## config.mk

```make
export PLATFORM = sky130hd
export DESIGN_NAME = wslice_led_ctrl
export DESIGN_NICKNAME = d
export VERILOG_FILES = /design/src/rtl/wslice_pkg.sv /design/src/rtl/wslice_shifter.sv /design/src/rtl/wslice_timer.sv /design/src/rtl/wslice_sequencer.sv /design/src/rtl/wslice_led_ctrl.sv
export SDC_FILE = /design/constraint.sdc
export NUM_CORES = 1
export LEC_CHECK = 0
export ABC_CLOCK_PERIOD_IN_PS = 4800
export BUFFER_PORTS_ARGS = -buffer_cell sky130_fd_sc_hd__buf_2
export CAP_MARGIN = 20
export CORE_ASPECT_RATIO = 0.8
export CORE_MARGIN = 10
export CORE_UTILIZATION = 55
export DETAILED_ROUTE_END_ITERATION = 8
export GPL_TIMING_DRIVEN = 0
export PLACE_DENSITY = 0.82
export SYNTH_ARGS = -nofsm -noshare
export SYNTH_HDL_FRONTEND = slang
export SYNTH_SLANG_ARGS = --single-unit
```

## constraint.sdc

```tcl
create_clock -name clk -period 4.8 [get_ports clk]
set_clock_uncertainty 0.05 [all_clocks]
set_input_delay 0.48 -clock clk [delete_from_list [all_inputs] [get_ports clk]]
set_output_delay 0.48 -clock clk [all_outputs]
set_load 0.02 [all_outputs]
```

## src/rtl/wslice_pkg.sv

```systemverilog
package wslice_pkg;
   typedef enum logic [1:0] {
      ST_IDLE = 2'd0,
      ST_WAIT = 2'd1,
      ST_SHOW = 2'd2
   } seq_state_t;

   function automatic int idx_w(input int n);
      return (n > 1) ? $clog2(n) : 1;
   endfunction
endpackage

```

## src/rtl/wslice_shifter.sv

```systemverilog
module wslice_shifter #(
   parameter int CHAIN = 4,
   parameter int PW    = 3,
   parameter int XW    = 2
) (
   input  logic          clk,
   input  logic          rst_n,
   input  logic          start,
   input  logic [PW-1:0] plane_in,
   output logic          busy,
   output logic          sclk,
   output logic [PW-1:0] rd_plane,
   output logic [XW-1:0] rd_pix
);
   logic          run_q;
   logic          ph_q;
   logic [XW-1:0] pix_q;
   logic [PW-1:0] plane_q;

   always_ff @(posedge clk or negedge rst_n) begin
      if (!rst_n) begin
         run_q   <= 1'b0;
         ph_q    <= 1'b0;
         pix_q   <= '0;
         plane_q <= '0;
      end else if (start) begin
         run_q   <= 1'b1;
         ph_q    <= 1'b0;
         pix_q   <= XW'(CHAIN - 1);
         plane_q <= plane_in;
      end else if (run_q) begin
         if (!ph_q) begin
            ph_q <= 1'b1;
         end else begin
            ph_q <= 1'b0;
            if (pix_q == '0) run_q <= 1'b0;
            else             pix_q <= pix_q - XW'(1);
         end
      end
   end

   assign busy     = run_q;
   assign sclk     = run_q & ph_q;
   assign rd_plane = plane_q;
   assign rd_pix   = pix_q;
endmodule

```

## src/rtl/wslice_timer.sv

```systemverilog
module wslice_timer #(
   parameter int BITS = 8,
   parameter int TICK = 1,
   parameter int PW   = 3
) (
   input  logic          clk,
   input  logic          rst_n,
   input  logic          load,
   input  logic [PW-1:0] plane,
   output logic          last
);
   localparam int MAXSPAN = TICK * (2 ** (BITS - 1));
   localparam int CW      = $clog2(MAXSPAN + 1);
   localparam bit POW2    = ((TICK & (TICK - 1)) == 0);

   logic [CW-1:0] span;
   logic [CW-1:0] cnt_q;

   generate
      if (POW2) begin : g_shift_span
         localparam int TSH = $clog2(TICK);
         assign span = CW'(1) << (int'(plane) + TSH);
      end else begin : g_mult_span
         assign span = CW'(TICK) * (CW'(1) << plane);
      end
   endgenerate

   always_ff @(posedge clk or negedge rst_n) begin
      if (!rst_n)             cnt_q <= '0;
      else if (load)          cnt_q <= span - CW'(1);
      else if (cnt_q != '0)   cnt_q <= cnt_q - CW'(1);
   end

   assign last = (cnt_q == '0);
endmodule

```

## src/rtl/wslice_sequencer.sv

```systemverilog
module wslice_sequencer
   import wslice_pkg::*;
#(
   parameter int BITS = 8,
   parameter int PW   = 3
) (
   input  logic          clk,
   input  logic          rst_n,
   input  logic          sof,
   input  logic          sh_busy,
   input  logic          t_last,
   output logic          sh_start,
   output logic [PW-1:0] sh_plane,
   output logic          t_load,
   output logic [PW-1:0] t_plane,
   output logic          latch,
   output logic          oe,
   output logic          done
);
   localparam logic [PW-1:0] LAST = PW'(BITS - 1);

   seq_state_t    st_q;
   logic [PW-1:0] disp_q;
   logic          done_q;

   assign latch    = (st_q == ST_WAIT) & ~sh_busy & ~sof;
   assign sh_start = sof | (latch & (disp_q != LAST));
   assign sh_plane = sof ? '0 : disp_q + PW'(1);
   assign t_load   = latch;
   assign t_plane  = disp_q;
   assign oe       = (st_q == ST_SHOW);
   assign done     = done_q;

   always_ff @(posedge clk or negedge rst_n) begin
      if (!rst_n) begin
         st_q   <= ST_IDLE;
         disp_q <= '0;
         done_q <= 1'b0;
      end else if (sof) begin
         st_q   <= ST_WAIT;
         disp_q <= '0;
         done_q <= 1'b0;
      end else begin
         unique case (st_q)
            ST_WAIT: if (latch) st_q <= ST_SHOW;
            ST_SHOW: if (t_last) begin
               if (disp_q == LAST) begin
                  st_q   <= ST_IDLE;
                  done_q <= 1'b1;
               end else begin
                  disp_q <= disp_q + PW'(1);
                  st_q   <= ST_WAIT;
               end
            end
            default: st_q <= ST_IDLE;
         endcase
      end
   end
endmodule

```

## src/rtl/wslice_led_ctrl.sv

```systemverilog
module wslice_led_ctrl
   import wslice_pkg::*;
#(
   parameter int BITS  = 8,
   parameter int CHAIN = 4,
   parameter int TICK  = 1,
   localparam int PW   = idx_w(BITS),
   localparam int XW   = idx_w(CHAIN)
) (
   input  logic          clk,
   input  logic          rst_n,
   input  logic          frame_start,
   output logic [PW-1:0] rd_plane,
   output logic [XW-1:0] rd_pix,
   input  logic          rd_bit,
   output logic          sdata,
   output logic          sclk,
   output logic          latch,
   output logic          oe,
   output logic          frame_done
);
   generate
      if (BITS < 2 || BITS > 16) begin : g_bad_bits
         $error("BITS must lie in 2..16");
      end
      if (CHAIN < 1) begin : g_bad_chain
         $error("CHAIN must be at least 1");
      end
      if (TICK < 1) begin : g_bad_tick
         $error("TICK must be at least 1");
      end
   endgenerate

   logic          sh_busy;
   logic          sh_start;
   logic [PW-1:0] sh_plane;
   logic          t_load;
   logic [PW-1:0] t_plane;
   logic          t_last;

   wslice_sequencer #(.BITS(BITS), .PW(PW)) u_seq (
      .clk      (clk),
      .rst_n    (rst_n),
      .sof      (frame_start),
      .sh_busy  (sh_busy),
      .t_last   (t_last),
      .sh_start (sh_start),
      .sh_plane (sh_plane),
      .t_load   (t_load),
      .t_plane  (t_plane),
      .latch    (latch),
      .oe       (oe),
      .done     (frame_done)
   );

   wslice_shifter #(.CHAIN(CHAIN), .PW(PW), .XW(XW)) u_shift (
      .clk      (clk),
      .rst_n    (rst_n),
      .start    (sh_start),
      .plane_in (sh_plane),
      .busy     (sh_busy),
      .sclk     (sclk),
      .rd_plane (rd_plane),
      .rd_pix   (rd_pix)
   );

   wslice_timer #(.BITS(BITS), .TICK(TICK), .PW(PW)) u_tmr (
      .clk   (clk),
      .rst_n (rst_n),
      .load  (t_load),
      .plane (t_plane),
      .last  (t_last)
   );

   assign sdata = sh_busy & rd_bit;
endmodule

```

Yosys cells after proc, flatten, opt, wreduce, memory -nomap -nowiden:

Index checks and enable logic that the tools add are counted.

* word-level logic and storage cells: 69
* output and inout bits: 10
* register bits: 21

* equal/unequal tests: 8
* reduce and logical (&&, ||, !) cells: 13
* mux-type cells: 27
* add/subtract/negate cells: 4
* bitwise operators: 8
* shift-type cells: 1

Operators by type and width (number)
* 8-bit 2-to-1 mux: 2
* 8-bit by 1-bit subtractor with 8-bit output (second input constant): 2
* 3-bit 2-to-1 mux: 5
* 2-bit 2-to-1 mux: 7
* 1-bit 2-to-1 mux: 12
* 2-bit nonzero test: 6
* 3-bit AND reduction: 3
* 8-bit zero test: 1
* 8-bit nonzero test: 1
* 1-bit by 3-bit left shift with 8-bit output (first input constant): 1
* 3-bit by 2-bit inequality test with 1-bit output (second input constant): 2
* 1-bit AND: 5
* 2-bit inequality test (second input constant): 2
* 2-bit one-hot mux with 2 select lines: 1
* 3-bit by 1-bit adder with 3-bit output (second input constant): 1
* 3-bit equality test (second input constant): 1
* 3-bit inequality test (second input constant): 1
* 2-bit by 1-bit equality test with 1-bit output (second input constant): 1
* 2-bit equality test (second input constant): 1
* 2-bit zero test: 1
* 1-bit inverter: 2
* 2-bit AND reduction: 1
* 2-bit by 1-bit subtractor with 2-bit output (second input constant): 1
* 1-bit OR: 1

Longest topological paths before layout:

Gate-level depths: netlist of the first run.

* depth in word-level cells: 7
* mapped depth: 11
* depth with buffers taken out: 10

Cells and area by module:

From an unflattened synthesis of the first run, not the netlist that was laid out.

* cell total of the unflattened synthesis: 124
* area total of the unflattened synthesis: 1253.7 µm²

By module, submodules not included
* wslice_timer: cells each 66, sequential area each 200.2 µm², times used 1, area each 568.0 µm²
* wslice_sequencer: cells each 31, sequential area each 150.1 µm², times used 1, area each 342.8 µm²
* wslice_shifter: cells each 26, sequential area each 175.2 µm², times used 1, area each 336.6 µm²
* wslice_led_ctrl: cells each 1, sequential area each 0.0 µm², times used 1, area each 6.3 µm²

Worst setup path before layout of the first run:

No wires, ideal clock.

* kind: reg-to-reg
* start point: register u_seq.st_q[1]
* end point: register u_tmr.cnt_q[4]
* clock period less this slack: 2.273 ns
* library setup time: 0.130 ns
* stages on the path, launching flop included: 11
* data arrival time: 2.093 ns
* slack: 2.527 ns
* buffers on the path: 2
* cell sequence: dfrtp_1 -> inv_1 -> ha_1 -> or3b_1 -> buf_6 -> buf_6 -> a21oi_1 -> ha_1 -> nor4b_2 -> o21ai_0 -> nor3b_2

* cells in the longest elaborated chain, start to end: 4
* elaborated cells between the ends (all ways): 5
* classes of those cells: eq/ne: 1; mux: 1; bitwise: 2; reduce/logical: 1

Ends and longest elaborated chain
* from (decl): RTL line wslice_sequencer.sv:22 `seq_state_t st_q;`
* from (signal assigned): RTL line wslice_sequencer.sv:36 `st_q <= ST_IDLE;`
* from (signal assigned): RTL line wslice_sequencer.sv:40 `st_q <= ST_WAIT;`
* from (signal assigned): RTL line wslice_sequencer.sv:45 `ST_WAIT: if (latch) st_q <= ST_SHOW;`
* 2-bit by 1-bit equality test with 1-bit output (*): RTL line wslice_sequencer.sv:26 `assign latch = (st_q == ST_WAIT) & ~sh_busy & ~sof;`
* 1-bit AND (*) (2 in a row): RTL line wslice_sequencer.sv:26
* 8-bit 2-to-1 mux / 2-bit nonzero test (equally long branches)
* to (signal assigned): RTL line wslice_timer.sv:30 `else if (load) cnt_q <= span - CW'(1);`
* to (signal assigned): RTL line wslice_timer.sv:31 `else if (cnt_q != '0) cnt_q <= cnt_q - CW'(1);`
* to (decl): RTL line wslice_timer.sv:17 `logic [CW-1:0] cnt_q;`

Every way passes the cells marked *; elsewhere a longest branch is shown, timed or not.
A chain may end at the register's enable or synchronous reset.

Final worst setup path of the first run:

Same ends and word-level chain as after synthesis.

==> results of run 1 <==
synth_stat cells, types with 2 or more instances:
library cell  instances
nor3_1                4
and3_1                2
dfrtp_1              21
and2_1                2
nor2b_1               4
buf_6                 2
nor3_2                2
mux2i_1               7
nor4b_2               2
a211oi_1              2
inv_1                10
xnor2_1               4
a21oi_1               6
nor2_1               14
ha_1                 10
o21ai_0               8
nand2_1              12
o211ai_1              4
cell families after synthesis:
kind of cell             after synthesis  synth area share [%]
AND/OR/NAND/NOR                       52                  21.5
buffers and inverters                 15                  7.41
multiplexers                           7                  5.19
XOR/XNOR                               5                  3.24
AO/OA/AOI/OAI                         30                  14.5
flip-flops                            21                  38.9
adder cells (fa/ha/maj)               10                  9.26
worst min path at each step:
stage | startpoint | cells past startpoint | end
5_1_grt | rst_n | 1 | u_shift.busy
3_3_place_gp | rst_n | 1 | u_seq.st_q[1]
4_1_cts | rst_n | 1 | u_seq.st_q[0]
6_report | rst_n | 1 | u_tmr.cnt_q[2]
2_1_floorplan | rst_n | 0 | u_seq.done
3_5_place_dp | rst_n | 1 | u_seq.st_q[0]
state kept, by name, indices dropped and copies added (netlist names):
name,flops
u_shift.ph_q,1
u_shift.rd_pix,2
u_seq.st_q,2
u_seq.done,1
u_seq.t_plane,3
u_tmr.cnt_q,8
u_shift.busy,1
u_shift.rd_plane,3
metrics by stage:
step           cell area, um^2  std cells  utilization [%]  hold WS [ns]
4_1_cts                   1480        182             65.5        0.0573
2_1_floorplan             1350        140                -         0.134
6_report                  1480        182             65.5        0.0454
5_1_grt                   1480        182             65.5        0.0570
3_3_place_gp              1450        178             64.3         0.412
3_5_place_dp              1450        178             64.3         0.415
worst register-to-register path, cell delays in order, from the launching register on:
cell and delay [ns]:
dfrtp_1 0.40, inv_1 0.08, ha_1 0.18, or3b_1 0.37, buf_6 0.16, clkinv_8 0.05, mux2i_1 0.25, ha_1 0.32
nor4b_2 0.32, o21ai_0 0.12, nor3b_2 0.16
layer usage:
layer / up-vias / global-route usage, %
li1: 524 / -
met2: 29 / 20.0
met4: 0 / 2.78
met3: 5 / 5.25
met1: 513 / 16.2
met5: - / 0
layout make-up:
type | instances | area [um^2]
Buffer | 4 | 46.3
Clock buffer | 3 | 22.5
Clock inverter | 1 | 5.00
Fill cell | 176 | 777
Inverter | 11 | 53.8
Multi-Input combinational cell | 104 | 726
Sequential cell | 21 | 526
Tap cell | 25 | 31.3
Timing Repair Buffer | 13 | 65.1
power breakdown:
| group | switching (mW) | leakage (nW) | internal (mW) |
|---|---|---|---|
| clock | 0.0593 | 0.0177 | 0.0313 |
| sequential | 0.0391 | 0.258 | 0.213 |
| combinational | 0.0924 | 0.431 | 0.0811 |
| total | 0.191 | 0.708 | 0.326 |
==> flow_metrics.env, run 1 <==
export IMPL_status="completed"
export IMPL_final_max_slew_viol_count=0
export IMPL_cp_common_cell="ha_1"
export IMPL_max_freq_ghz=0.391
export IMPL_cts_tree="done"
export IMPL_io_pins=14
export IMPL_worst_path_stages=10
export IMPL_start_util_pct=60.0
export IMPL_synth_area_per_cell_um2=9.65
export IMPL_cap_violations=0
export IMPL_synth_top_area_share_pct=38.9
export IMPL_synth_fp_nets=154
export IMPL_worstPathRequired_ns=4.97
export IMPL_max_slew_worst_pin_slew_ns=0.476
export IMPL_antenna_cells=0
export IMPL_finalPower_mw=0.517
export IMPL_power_density_nw_per_um2=350
export IMPL_setup_violations=0
export IMPL_setup_tns_ns=0
export IMPL_grt_pass1_vias=1054
export IMPL_htree_levels=1
export IMPL_cp_top_family="simple AND/OR/NAND/NOR gates"
export IMPL_num_rows=15
export IMPL_path_buf_inv=3
export IMPL_die_w_um=75.4
export IMPL_p_leak_nw=0.708
export IMPL_mostFrequentLayoutCells="21 x dfrtp_1, 14 x nor2_1, 13 x buf_2"
export IMPL_io_buffers=13
export IMPL_final_hold_violation_count=0
export IMPL_gp_congestion=0.808
export IMPL_remaining_drc_errors=0
export IMPL_grt_overflow_total=0
export IMPL_met1_length_um=1330
export IMPL_drt_wl_total_um=2850
export IMPL_r2r_start="u_seq.st_q[1]"
export IMPL_cts_sinks=21
export IMPL_die_area_um2=4850
export IMPL_vias=1071
export IMPL_hold_buffers=0
export IMPL_top_layer="met4"
export IMPL_cpPeakStageDelay_ns=0.40
export IMPL_fin_nets=172
export IMPL_grt_pass1_wl_um=4880
export IMPL_holdCritPathClass="in -> async"
export IMPL_synth_cells=140
export IMPL_layout_commonest_cell="dfrtp_1"
export IMPL_synthTopCellsByArea="dfrtp_1 39%, ha_1 9.3%, mux2i_1 5.2%"
export IMPL_drt_iter0_drc=70
export IMPL_rr_endpoint="u_tmr.cnt_q[4]"
export IMPL_viasPerCell=5.88
export IMPL_core_um2=2250
export IMPL_vdd_drop_max_uv=269
export IMPL_synth_async_sr_flop_share_pct=100
export IMPL_route_met3_wl_um=180
export IMPL_cts_root_buffer="clkbuf_4"
export IMPL_endpoint="u_tmr.cnt_q[4]"
export IMPL_clk_latency_ns=0.32
export IMPL_grt_use_total_pct=12.9
export IMPL_drive_above_1_share_pct=17.2
export IMPL_end_kind="flop"
export IMPL_dr_pass1_iters=4
export IMPL_path_class="reg -> reg"
export IMPL_ys_seq_elements=21
export IMPL_synth_warning_count=0
export IMPL_setup_worst_path_start="u_seq.st_q[1]"
export IMPL_synth_area_um2=1350
export IMPL_ys_types=42
export IMPL_maxSlewHeadroom_pct=67.9
export IMPL_ys_seq_area_share_pct=38.9
export IMPL_post_dp_hpwl_um=2210
export IMPL_reg2reg_slack_ns=2.24
export IMPL_pre_cts_ws_ns=2.29
export IMPL_rsz0062_at_grt="no"
export IMPL_wl_met2_um=1310
export IMPL_slowest_stage="dfrtp_1"
export IMPL_min_period_ns=2.56
export IMPL_synth_edff_count=0
export IMPL_antenna_found_initial=0
export IMPL_cts_path_max_buffers=2
export IMPL_finalCritPeriodShare_pct=53.3
export IMPL_wl_per_cell_um=15.7
export IMPL_cp_arrival_ns=2.72
export IMPL_synthFlopType="dfrtp_1"
export IMPL_ff2ff_path_depth=10
export IMPL_cts_repair_resized=0
export IMPL_grt_max_degree=22
export IMPL_cp_start_kind="flop"
export IMPL_fin_ws_ns=2.24
export IMPL_clkTransAtPathRegs_ns=0.12
export IMPL_yosys_area_top_type="dfrtp_1"
export IMPL_final_antenna_net_count=0
export IMPL_cts_buffers_inserted=3
export IMPL_cp_max_fo=6
export IMPL_path_cells="inv_1, ha_1, or3b_1, buf_6, clkinv_8, mux2i_1, ha_1, nor4b_2, o21ai_0, nor3b_2"
export IMPL_fp_dieH_um=64.3
export IMPL_area_delta_synth_final_pct=9.17
export IMPL_cts_setup_buffers=0
Power figures use the tool's default switching activity.
==> run 2, diff against run 1 <==
--- a/config.mk
+++ b/config.mk
@@ -5,12 +5,13 @@
 export SDC_FILE = /design/constraint.sdc
 export NUM_CORES = 1
 export LEC_CHECK = 0
-export ABC_CLOCK_PERIOD_IN_PS = 4800
+export ABC_AREA = 1
+export ABC_CLOCK_PERIOD_IN_PS = 2290
 export BUFFER_PORTS_ARGS = -buffer_cell sky130_fd_sc_hd__buf_2
 export CAP_MARGIN = 20
 export CORE_ASPECT_RATIO = 0.8
 export CORE_MARGIN = 10
-export CORE_UTILIZATION = 55
+export CORE_UTILIZATION = 52
 export DETAILED_ROUTE_END_ITERATION = 8
 export GPL_TIMING_DRIVEN = 0
 export PLACE_DENSITY = 0.82
==> constraint.sdc (replaced) <==
create_clock -name clk -period 2.29 [get_ports clk]
set_clock_uncertainty 0.05 [all_clocks]
set_input_delay 0.229 -clock clk [delete_from_list [all_inputs] [get_ports clk]]
set_output_delay 0.229 -clock clk [all_outputs]
set_load 0.02 [all_outputs]
==> run 2 against run 1 <==
Net effect:
- via count rose by 11%
- worst hold slack gained 0.10 ns
- area after synthesis is 0.19% lower
- combinational power grew to 4.5 times the previous value
- core utilization down 3.1 points
- flip-flop and latch count unchanged
- non-clock buffer count grew 2
- critical path depth increased by 3
- global-route usage fell by 1.1 points
- largest cell class unchanged
- largest power group is now combinational logic
==> flow_metrics.env, run 2 <==
export IMPL_reg2reg_slack_ns=0.18
export IMPL_clkTransAtPathRegs_ns=0.11
export IMPL_num_rows=16
export IMPL_drt_iter0_drc=129
export IMPL_post_dp_hpwl_um=2210
export IMPL_htree_levels=1
export IMPL_synth_edff_count=0
export IMPL_min_to="u_seq.done"
export IMPL_grt_overflow_total=0
export IMPL_dr_pass1_iters=4
export IMPL_gp_congestion=0.957
export IMPL_grt_use_total_pct=11.8
export IMPL_synth_commonest_cells="50 x nand2_1, 29 x inv_1, 21 x dfrtp_1, 16 x nor2_1, 12 x nand3_1"
export IMPL_final_max_slew_viol_count=0
export IMPL_end_kind="flop"
export IMPL_remaining_drc_errors=0
export IMPL_fill_cells=215
export IMPL_power_density_nw_per_um2=987
export IMPL_die_w_um=76.9
export IMPL_setup_violations=0
export IMPL_holdCritStartpoint="frame_start"
export IMPL_vias=1192
export IMPL_largest_register="u_tmr.cnt_q"
export IMPL_viasPerCell=5.05
export IMPL_ys_seq_elements=21
export IMPL_largest_reg_flops=8
export IMPL_grt_max_degree=22
export IMPL_synth_warning_count=0
export IMPL_synth_async_sr_flop_share_pct=100
export IMPL_maxSlewHeadroom_pct=63.9
export IMPL_synth_area_per_cell_um2=7.54
export IMPL_area_delta_synth_final_pct=14.0
export IMPL_stdcell_area_um2=1540
export IMPL_finalCritPeriodShare_pct=91.9
export IMPL_status="completed"
export IMPL_cts_buffers_inserted=3
export IMPL_drive_above_1_share_pct=19.5
export IMPL_mostFrequentLayoutCells="49 x nand2_1, 29 x inv_1, 21 x dfrtp_1"
export IMPL_finalPower_mw=1.52
export IMPL_io_pins=14
export IMPL_io_buffers=13
export IMPL_grt_pass1_wl_um=4950
export IMPL_rsz0062_at_grt="no"
export IMPL_ys_types=23
export IMPL_fp_dieH_um=65.6
export IMPL_clk_latency_ns=0.31
export IMPL_fin_nets=215
export IMPL_ys_seq_area_share_pct=39.0
export IMPL_min_period_ns=2.11
export IMPL_cts_tree="done"
export IMPL_yosys_area_top_type="dfrtp_1"
export IMPL_grt_pass1_vias=1154
export IMPL_fin_util_pct=62.4
export IMPL_final_hold_violation_count=0
export IMPL_synth_top_area_share_pct=39.0
export IMPL_synthFlopType="dfrtp_1"
export IMPL_cap_violations=0
export IMPL_r2r_start="u_seq.st_q[1]"
export IMPL_ff2ff_path_depth=13
export IMPL_antenna_cells=0
export IMPL_cts_sinks=21
export IMPL_holdWs_ns=0.150
export IMPL_die_area_um2=5040
export IMPL_final_antenna_net_count=0
export IMPL_wl_per_cell_um=12.1
export IMPL_cts_root_buffer="clkbuf_4"
export IMPL_cts_path_max_buffers=2
export IMPL_cp_arrival_ns=2.23
export IMPL_antenna_found_initial=0
export IMPL_p_leak_nw=0.832
export IMPL_holdCritPathClass="in -> reg"
export IMPL_synth_cells=179
export IMPL_cp_max_fo=9
export IMPL_start_util_pct=54.8
export IMPL_cp_start_kind="flop"
export IMPL_yosysMostFrequentCell="nand2_1"
export IMPL_drt_wl_total_um=2870
export IMPL_synth_fp_nets=193
export IMPL_setup_tns_ns=0
export IMPL_hold_depth=2
export IMPL_max_slew_worst_pin_slew_ns=0.538
export IMPL_rr_endpoint="u_tmr.cnt_q[4]"
export IMPL_synth_area_um2=1350
export IMPL_max_freq_ghz=0.475
export IMPL_core_um2=2460
export IMPL_path_class="reg -> reg"
export IMPL_synthTopCellsByArea="dfrtp_1 39%, nand2_1 14%, ha_1 9.3%"
export IMPL_vdd_drop_max_uv=589
export IMPL_layout_commonest_cell="nand2_1"
export IMPL_worstPathRequired_ns=2.42
export IMPL_dpl_cell_area_um2=1460
-- run 2: cell count changes after synthesis, sizes merged, moves of 4 or more --
cell / delta
inv: +19
nor3: -4
mux2i: -7
nand3: +12
nor2: +6
o211ai: -4
xnor2: -4
nand2: +45
nor2b: -4
-- run 2: repair_timing --
item,4_1_cts,5_1_grt
hold endpoints to repair,21,0
resized for setup,0,5
endpoints found under the setup margin,0,5
buffers inserted,0,3
hold buffers,1,0
-- run 2: logic make-up (layout without fill, tap and decap cells) --
group / Yosys count / after routing / synth area share [%]
fa+ha+maj: 10 / 10 / 9.28
simple gates: 94 / 94 / 32.7
buf+inv: 31 / 52 / 9.28
flops: 21 / 21 / 39.0
compound gates: 23 / 23 / 9.74
-- run 2: how the worst max path moves through the flow --
stage / from / endpoint / slack (ns)
after floorplan: u_seq.st_q[1] / u_tmr.cnt_q[4] / 0.21
after global placement: u_seq.st_q[1] / u_tmr.cnt_q[4] / 0.15
after detailed placement: u_seq.st_q[1] / u_tmr.cnt_q[4] / 0.08
after CTS: u_seq.st_q[1] / u_tmr.cnt_q[4] / 0.06
after global routing: u_seq.st_q[1] / u_tmr.cnt_q[4] / 0.01
final: u_seq.st_q[1] / u_tmr.cnt_q[4] / 0.18
-- run 2: critical path, stage by stage, from the launching register on --
cell	delay, ns
dfrtp_1	0.41
inv_1	0.06
ha_1	0.14
clkbuf_4	0.20
nand2_2	0.10
nor2_4	0.17
nand2_1	0.08
nand2_2	0.09
ha_1	0.15
inv_1	0.07
nor2_4	0.14
inv_1	0.08
o21ai_0	0.14
a21oi_1	0.08
-- run 2: where the power goes --
group | internal [mW] | switching (mW)
logic | 0.284 | 0.501
registers | 0.481 | 0.0715
clock network | 0.0680 | 0.113
-- run 2: area by class of cell --
class                      instances  area (um^2)  share of cell area (%)
clock buffer                       4         26.3                    1.71
timing repair buffer              17         97.6                    6.35
tap                               36         45.0                    2.93
inverter                          29          109                    7.08
multi-input combinational        127          716                    46.5
sequential                        21          526                    34.2
buffer                             2         18.8                    1.22
-- run 2: routing by layer --
metal | global-route usage [%] | part of all wire [%]
met2 | 18.9 | 47
met3 | 4.21 | 5.7
met4 | 4.86 | 1.5
met1 | 14.1 | 46
met5 | 0 | 0
-- run 2: stage by stage --
stage | cells | setup WS [ns]
finish | 236 | 0.185
detailed placement | 228 | 0.0842
global route | 236 | 0.0141
CTS | 233 | 0.0558
floorplan | 179 | 0.207
global placement | 228 | 0.145
==> run 3, diff against run 2 <==
--- a/config.mk
+++ b/config.mk
@@ -5,7 +5,7 @@
 export SDC_FILE = /design/constraint.sdc
 export NUM_CORES = 1
 export LEC_CHECK = 0
-export ABC_AREA = 1
+export ABC_AREA = 0
 export ABC_CLOCK_PERIOD_IN_PS = 2290
 export BUFFER_PORTS_ARGS = -buffer_cell sky130_fd_sc_hd__buf_2
 export CAP_MARGIN = 20
==> run 3 against run 2 <==
Net effect:
- sequential power about the same
- clock-buffer cell count decreased by 1
- non-clock buffer count increased by 7
- global-route usage increased by 1.5 points
- critical endpoint unchanged
- flip-flop and latch count unchanged
- critical path depth decreased by 3
- cell count decreased by 14%
- die area increased by 0.13%
- final area increased by 7.2%
- wire length increased by 15%
==> flow_metrics.env, run 3 (synthesized netlist as in run 1, its figures left out) <==
export IMPL_status="completed"
export IMPL_wl_per_cell_um=16.4
export IMPL_start_util_pct=54.9
export IMPL_end_kind="flop"
export IMPL_largest_reg_flops=8
export IMPL_fp_dieH_um=65.6
export IMPL_cp_arrival_ns=2.42
export IMPL_min_to="u_shift.rd_pix[0]"
export IMPL_finalCritPeriodShare_pct=98.5
export IMPL_cts_tree="done"
export IMPL_num_rows=16
export IMPL_fin_nets=181
export IMPL_max_freq_ghz=0.443
export IMPL_cts_buffers_inserted=3
export IMPL_slowest_stage="dfrtp_1"
export IMPL_r2r_start="u_seq.st_q[1]"
export IMPL_viasPerCell=5.66
export IMPL_p_leak_nw=0.756
export IMPL_holdWs_ns=0.110
export IMPL_cap_violations=0
export IMPL_combPwrFrac_pct=39.6
export IMPL_mostFrequentLayoutCells="21 x dfrtp_1, 14 x nor2_1, 13 x buf_2"
export IMPL_p_sw_mw=0.481
export IMPL_cp_common_cell="ha_4"
export IMPL_grt_pass1_vias=1160
export IMPL_stdcell_area_um2=1650
export IMPL_largest_register="u_tmr.cnt_q"
export IMPL_p_clk_share_pct=16.1
export IMPL_dr_pass1_iters=4
export IMPL_holdCritStartpoint="frame_start"
export IMPL_swShare_pct=38.4
export IMPL_antenna_cells=0
export IMPL_clk_latency_ns=0.34
export IMPL_rr_endpoint="u_tmr.cnt_q[4]"
export IMPL_drt_iter0_drc=114
export IMPL_drive_above_1_share_pct=25.9
export IMPL_post_dp_hpwl_um=2250
export IMPL_ff2ff_path_depth=10
export IMPL_gp_congestion=0.871
export IMPL_die_area_um2=5050
export IMPL_hold_depth=3
export IMPL_cpPeakStageDelay_ns=0.41
export IMPL_cp_start_kind="flop"
export IMPL_fin_util_pct=67.0
export IMPL_rsz0062_at_grt="yes"
export IMPL_seq_power_share_pct=44.3
export IMPL_drt_wl_total_um=3310
export IMPL_final_hold_violation_count=0
export IMPL_htree_levels=1
export IMPL_final_antenna_net_count=0
export IMPL_vdd_drop_max_uv=411
export IMPL_remaining_drc_errors=0
export IMPL_fill_cells=191
export IMPL_p_int_mw=0.773
export IMPL_area_delta_synth_final_pct=22.0
export IMPL_setup_violations=0
export IMPL_max_slew_worst_pin_slew_ns=0.494
export IMPL_dpl_cell_area_um2=1460
export IMPL_die_w_um=77.0
export IMPL_layout_commonest_cell="dfrtp_1"
export IMPL_holdCritPathClass="in -> reg"
export IMPL_worstPathRequired_ns=2.46
export IMPL_maxSlewHeadroom_pct=67.1
export IMPL_core_um2=2460
export IMPL_cts_root_buffer="clkbuf_4"
export IMPL_path_cells="inv_2, ha_4, or3b_1, buf_6, clkinv_8, mux2i_4, ha_4, nor4b_4, o21ai_1, nor3b_2"
export IMPL_grt_max_degree=22
export IMPL_power_density_nw_per_um2=760
export IMPL_antenna_found_initial=0
export IMPL_instances_no_fill=202
export IMPL_io_pins=14
export IMPL_cp_top_family="simple AND/OR/NAND/NOR gates"
export IMPL_multiInputGateArea_um2=810
export IMPL_dp_cells=189
export IMPL_cp_max_fo=6
export IMPL_cts_path_max_buffers=2
export IMPL_path_class="reg -> reg"
export IMPL_min_period_ns=2.26
export IMPL_final_max_slew_viol_count=0
export IMPL_grt_pass1_wl_um=5400
export IMPL_grt_overflow_total=0
export IMPL_path_buf_inv=3
export IMPL_clkTransAtPathRegs_ns=0.14
export IMPL_regArea_um2=526
export IMPL_grt_use_total_pct=13.2
export IMPL_reg2reg_slack_ns=0.03
export IMPL_cts_sinks=21
export IMPL_io_buffers=13
export IMPL_vias=1143
-- run 3: cell types whose count changed in the layout (fill, tap and decap cells not counted), sizes merged, moves of 4 or more --
cell | previous run | this run
buf | 17 | 24
inv | 29 | 10
mux2i | 0 | 7
nand2 | 57 | 12
nand3 | 13 | 1
nor2 | 21 | 15
nor2b | 0 | 4
nor3 | 2 | 6
o211ai | 0 | 4
xnor2 | 0 | 4
-- run 3: per-stage QoR --
stage	worst slack [ns]	power (mW)	setup TNS, ns
3_5_place_dp	-0.233	0.900	-0.377
2_1_floorplan	0.0172	0.803	0
5_1_grt	-0.0566	1.33	-0.135
3_3_place_gp	-0.157	0.876	-0.204
4_1_cts	0.00955	1.20	0
6_report	0.0343	1.25	0
-- run 3: worst reg2reg max path: cells and delay by family (launching register included) --
kind | cells | cell delay (ns)
AOI/OAI and AO/OA | 1 | 0.10
adders and majority gates | 2 | 0.32
buffers and inverters | 3 | 0.29
DFF | 1 | 0.41
muxes | 1 | 0.24
and+or+nand+nor | 3 | 0.72
-- run 3: how the worst max path moves through the flow --
stage	start	endpoint	slack (ns)	cells past startpoint
6_report	u_seq.st_q[1]	u_tmr.cnt_q[4]	0.03	10
4_1_cts	u_seq.st_q[1]	u_tmr.cnt_q[4]	0.01	10
2_1_floorplan	u_seq.st_q[1]	u_tmr.cnt_q[4]	0.02	10
3_5_place_dp	u_seq.st_q[1]	u_tmr.cnt_q[4]	-0.23	10
3_3_place_gp	u_seq.st_q[1]	u_tmr.cnt_q[4]	-0.16	10
5_1_grt	u_seq.st_q[1]	u_tmr.cnt_q[4]	-0.06	10
-- run 3: repair_timing --
item	in CTS	in global routing
endpoints found under the hold margin	21	0
gates cloned	0	0
setup buffers	5	3
pin swaps	1	3
endpoints found under the setup margin	2	3
hold buffers	1	0
gates resized for setup	10	7
-- run 3: power groups by stage --
stage                     sequential [mW]  clock [mW]  combinational, mW
after floorplan                     0.519           0              0.284
after global placement              0.530           0              0.346
after detailed placement            0.534           0              0.367
after CTS                           0.541       0.203              0.451
after global routing                0.565       0.223              0.541
final                               0.555       0.202              0.496
-- run 3: layer usage --
metal  part of all wire, %  vias to the layer above  track usage, %
met2                    48                       35            22.0
met5                     0                        -               0
met3                   4.8                        6            4.76
met1                    45                      560            15.6
met4                   1.8                        0            4.77
li1                      -                      542               -
-- run 3: layout make-up --
type                       count  share of cell area [%]
buffer                         4                    3.03
multi-input combinational    104                    49.1
timing repair buffer          22                    8.19
clock buffer                   3                    1.37
clock inverter                 1                   0.455
sequential                    21                    31.9
inverter                      11                    3.26
tap                           36                    2.73
